==> src/rtl/dac_pair_regfront.sv <==
module dac_pair_regfront #(
  parameter int ADDR_W = 8,
  parameter int BUS_W = 8,
  parameter int CODE_W = 12,
  parameter logic [ADDR_W-1:0] CTRL_ADDR = 8'hFD,
  parameter logic [ADDR_W-1:0] LO0_ADDR = 8'hF9,
  parameter logic [ADDR_W-1:0] HI0_ADDR = 8'hFA,
  parameter logic [ADDR_W-1:0] LO1_ADDR = 8'hFB,
  parameter logic [ADDR_W-1:0] HI1_ADDR = 8'hFC,
  parameter logic [BUS_W-1:0] CTRL_RESET = 8'h04
) (
  input  logic              clk,
  input  logic              rst_n,
  input  logic              sfr_we,
  input  logic [ADDR_W-1:0] sfr_addr,
  input  logic [BUS_W-1:0]  sfr_wdata,
  output logic [CODE_W-1:0] dac0_code,
  output logic [CODE_W-1:0] dac1_code,
  output logic [1:0]        range_rail,
  output logic [1:0]        chan_on,
  output logic [1:0]        adc_in_claimed
);
  localparam int HI_W = CODE_W - BUS_W;
  localparam int B_WIDTH = 7, B_RNG = 5, B_CLR = 3, B_SYNC = 2, B_PWR = 0;

  logic [BUS_W-1:0] ctrl_q;
  logic             ctrl_wr, sync_release;
  logic [CODE_W-1:0] shown [2];

  function automatic logic [CODE_W-1:0] pack_code(input logic narrow,
      input logic [HI_W-1:0] hi, input logic [BUS_W-1:0] lo);
    pack_code = narrow ? {lo, {HI_W{1'b0}}} : {hi, lo};
  endfunction

  assign ctrl_wr = sfr_we && (sfr_addr == CTRL_ADDR);
  assign sync_release = ctrl_wr && !ctrl_q[B_SYNC] && sfr_wdata[B_SYNC];

  always_ff @(posedge clk) begin
    if (!rst_n) ctrl_q <= CTRL_RESET;
    else if (ctrl_wr) ctrl_q <= sfr_wdata;
  end

  for (genvar ch = 0; ch < 2; ch++) begin : g_ch
    localparam logic [ADDR_W-1:0] LO_A = (ch == 0) ? LO0_ADDR : LO1_ADDR;
    localparam logic [ADDR_W-1:0] HI_A = (ch == 0) ? HI0_ADDR : HI1_ADDR;
    logic [BUS_W-1:0]  lo_q;
    logic [HI_W-1:0]   hi_q;
    logic [CODE_W-1:0] held_q;
    logic lo_wr, hi_wr;

    assign lo_wr = sfr_we && (sfr_addr == LO_A);
    assign hi_wr = sfr_we && (sfr_addr == HI_A);

    always_ff @(posedge clk) begin
      if (!rst_n) begin
        lo_q <= '0;
        hi_q <= '0;
        held_q <= '0;
      end else begin
        if (lo_wr) lo_q <= sfr_wdata;
        if (hi_wr) hi_q <= sfr_wdata[HI_W-1:0];
        if (lo_wr && ctrl_q[B_SYNC])
          held_q <= pack_code(ctrl_q[B_WIDTH], hi_q, sfr_wdata);
        else if (sync_release)
          held_q <= pack_code(sfr_wdata[B_WIDTH], hi_q, lo_q);
      end
    end

    assign shown[ch] = (ctrl_q[B_PWR+ch] && ctrl_q[B_CLR+ch]) ? held_q : '0;
    assign range_rail[ch] = ctrl_q[B_RNG+ch];
    assign chan_on[ch] = ctrl_q[B_PWR+ch];
    assign adc_in_claimed[ch] = ctrl_q[B_PWR+ch];
  end

  assign dac0_code = shown[0];
  assign dac1_code = shown[1];
endmodule

==> config.mk <==
export PLATFORM = sky130hd
export DESIGN_NAME = dac_pair_regfront
export DESIGN_NICKNAME = d
export VERILOG_FILES = /design/src/rtl/dac_pair_regfront.sv
export SDC_FILE = /design/constraint.sdc
export NUM_CORES = 1
export LEC_CHECK = 0
export CORE_MARGIN = 2
export CORE_UTILIZATION = 60
export CTS_BUF_LIST = sky130_fd_sc_hd__clkbuf_4
export DETAILED_ROUTE_END_ITERATION = 6
export DONT_BUFFER_PORTS = 1
export HOLD_SLACK_MARGIN = 0.03
export PLACE_DENSITY = 0.75
export RECOVER_POWER = 100
export SLEW_MARGIN = 20
export SYNTH_ARGS = -nofsm -noshare
export SYNTH_HDL_FRONTEND = slang
export SYNTH_SLANG_ARGS = --single-unit
==> constraint.sdc <==
create_clock -name clk -period 3.1 [get_ports clk]
set_clock_uncertainty 0.1 [all_clocks]
set_input_delay 0.62 -clock clk [delete_from_list [all_inputs] [get_ports clk]]
set_output_delay 0.62 -clock clk [all_outputs]
set_load 0.01 [all_outputs]
==> flow_summary.yaml <==
synth:
  async_flop_share_pct: 0
  yosysWarnings: 0
  yosysSeqAreaShare_pct: 36.5
  ys.flop_type: "dfxtp_1"
  yosysMostFrequentCell: "dfxtp_1"
  synthDistinctLibCells: 40
  syn-num-nets: 339
  synthTopCellsByArea: "dfxtp_1 (36%), mux2i_1 (16%), nor2b_1 (7.5%), and3_1 (5.1%), mux2_2 (4.4%)"
  syn-cell-area_mm2: 0.00307
  yosys-top-cells-count: "dfxtp_1 (56), mux2i_1 (48), nor2b_1 (37), and3_1 (25), nand2_1 (18)"
  syn_avg_cell_area_um2: 9.60
  syn_inst: 320
  yosysTopAreaCell: "dfxtp_1"
  ys_seq_elements: 56
  synth_top_area_share_pct: 36.5
  synth_edf_count: 0
worst_setup_path:
  slowest_stage: "a2111oi_1"
  critPathKind: "reg -> reg"
  critPathArrivalTime_ps: 2670
  crit_fanout: 9
  crit_chain: "nand2b_1, a2111oi_1, o211ai_1, o211a_1"
  crit_buf_inv: 0
  slowest_delay_ps: 1240
  r2r_slack_ps: 620
  crit_family: "compound AO/OA/AOI/OAI gates"
  end_kind: "flop"
  required_ps: 3290
  start_kind: "flop"
pwr:
  peakVddDrop_v: 0.000294
  power_per_cell_area_mw_per_mm2: 407
  cellLeakagePower_uw: 0.00126
drt:
  first_iter_violations: 196
  routed_wl_um: 6910
  drtAntennaViolNets: 0
  via_count: 2207
  wl_per_cell_um: 18.9
  drc_errors: 0
  first_pass_iters: 5
  via_per_inst: 6.03
global_routing:
  grt_pass1_vias: 2051
  grt_overflow: 0
  grtUsageTotal_pct: 24.9
  antenna_found_initial: 0
  grt_pass1_wl_um: 10600
  grt_max_degree: 55
clock_network:
  insertion_delay_ps: 380
  postCtsSetupRepairBufs: 0
  ctsHtreeMaxLevel: 2
  cts_tree: "built"
  cts-buffers-inserted: 5
  cts_sinks: 56
  cts_resized: 0
  clk_pin_slew_ps: 150
  cts_hold_buffers: 0
  cts_buffer_depth: 2
  root_buffer: "clkbuf_4"
place:
  hpwl_um: 4850
  globalplace.congestion: 0.829
  numPortBuffers: 0
  post-place-cells: 359
  postPlaceCellArea_mm2: 0.00300
final_layout:
  nets: 315
  insertedDiodeCount: 0
  fin_cells: 366
  drive_above_1_share_pct: 9.12
  fin_util_pct: 60.5
  final_area_mm2: 0.00303
  syn_to_final_growth_pct: -1.38
die:
  fp-row-count: 26
  coreArea_mm2: 0.00501
  dieArea_mm2: 0.00571
  ios: 49
  dieHeight_um: 75.6
  start_util_pct: 61.3
  die_w_um: 75.6
sta:
  fmax_mhz: 403
  slew_headroom_pct: -6.52
  setup_tns_ps: 0
  fin_hold_ws_ps: 214
  fin_crit_ps: 2480
  post-route-period-util_pct: 80.0
  worst_slew_pin_slew_ps: 1590
  rsz0062_at_grt: "false"
  finalHoldViolations: 0
  setup_viol: 0
  drv_slew: 9
status:
  violations: "max-capacitance violations, max-slew violations"
  status: "finished with violations"
job:
  cap_violations: 1
min_path:
  hp-class: "in -> reg"
==> logic make-up (layout without fill, tap and decap cells) <==
family | after synthesis | after routing | share of synthesized area (%)
simple gates | 113 | 113 | 24.7
flops | 56 | 56 | 36.5
mux | 60 | 60 | 20.0
buf+inv | 39 | 15 | 6.31
compound gates | 52 | 52 | 12.5
==> placed cells by master, fill, tap and decap left out, types with 8 or more instances in the layout <==
master	synthesis	layout
o21ai_0	10	10
nor2b_1	37	37
dfxtp_1	56	56
inv_1	8	8
and3_1	25	25
o22ai_1	8	8
a21oi_1	8	8
nand2b_1	11	11
mux2_2	12	12
mux2i_1	48	48
nand2_1	18	18
==> path summary, 6_finish.rpt <==
path / to / startpoint / cells after the start
worst max-delay path: g_ch[0].held_q[3]$_SDFFE_PN0P_ / ctrl_q[2]$_SDFFE_PN1P_ / 4
worst min-delay path: ctrl_q[2]$_SDFFE_PN1P_ / rst_n / 1
worst max register to register: g_ch[0].held_q[3]$_SDFFE_PN0P_ / ctrl_q[2]$_SDFFE_PN1P_ / 4
worst min register to register: g_ch[1].held_q[0]$_SDFFE_PN0P_ / g_ch[1].held_q[0]$_SDFFE_PN0P_ / 1
==> per-layer routing <==
metal / GRT usage, % / vias up / wire [um]
li1: - / 1096 / -
met4: 7.41 / 0 / 123
met2: 40.5 / 50 / 3300
met1: 33.0 / 1049 / 3210
met5: 0 / - / 0
met3: 6.08 / 12 / 280
==> layout make-up <==
class	instances	area (um2)
Multi-Input combinational cell	225	1690
Tap cell	70	87.6
Clock buffer	5	37.5
Fill cell	460	1980
Inverter	8	30.0
Sequential cell	56	1120
Clock inverter	2	60.1
==> report_power, final <==
part | leakage (uW) | switching [uW] | internal, uW
clock | 0.0000513 | 226 | 247
combinational | 0.000762 | 17.0 | 21.7
sequential | 0.000451 | 0.897 | 721
total | 0.00126 | 244 | 990
==> sequential cells by signal, summed over array words and instances (netlist names) <==
| register | cells |
|---|---|
| ctrl_q | 8 |
| g_ch.held_q | 24 |
| g_ch.hi_q | 8 |
| g_ch.lo_q | 16 |
==> per-stage QoR <==
stage                     worst slack, ps  total power, uW
final                                 621             1230
after global routing                  520             1270
after CTS                             941             1240
after detailed placement              952              778
after global placement                972              777
after floorplan                      1130              792
No activity file was read; power rests on OpenSTA's default activity.
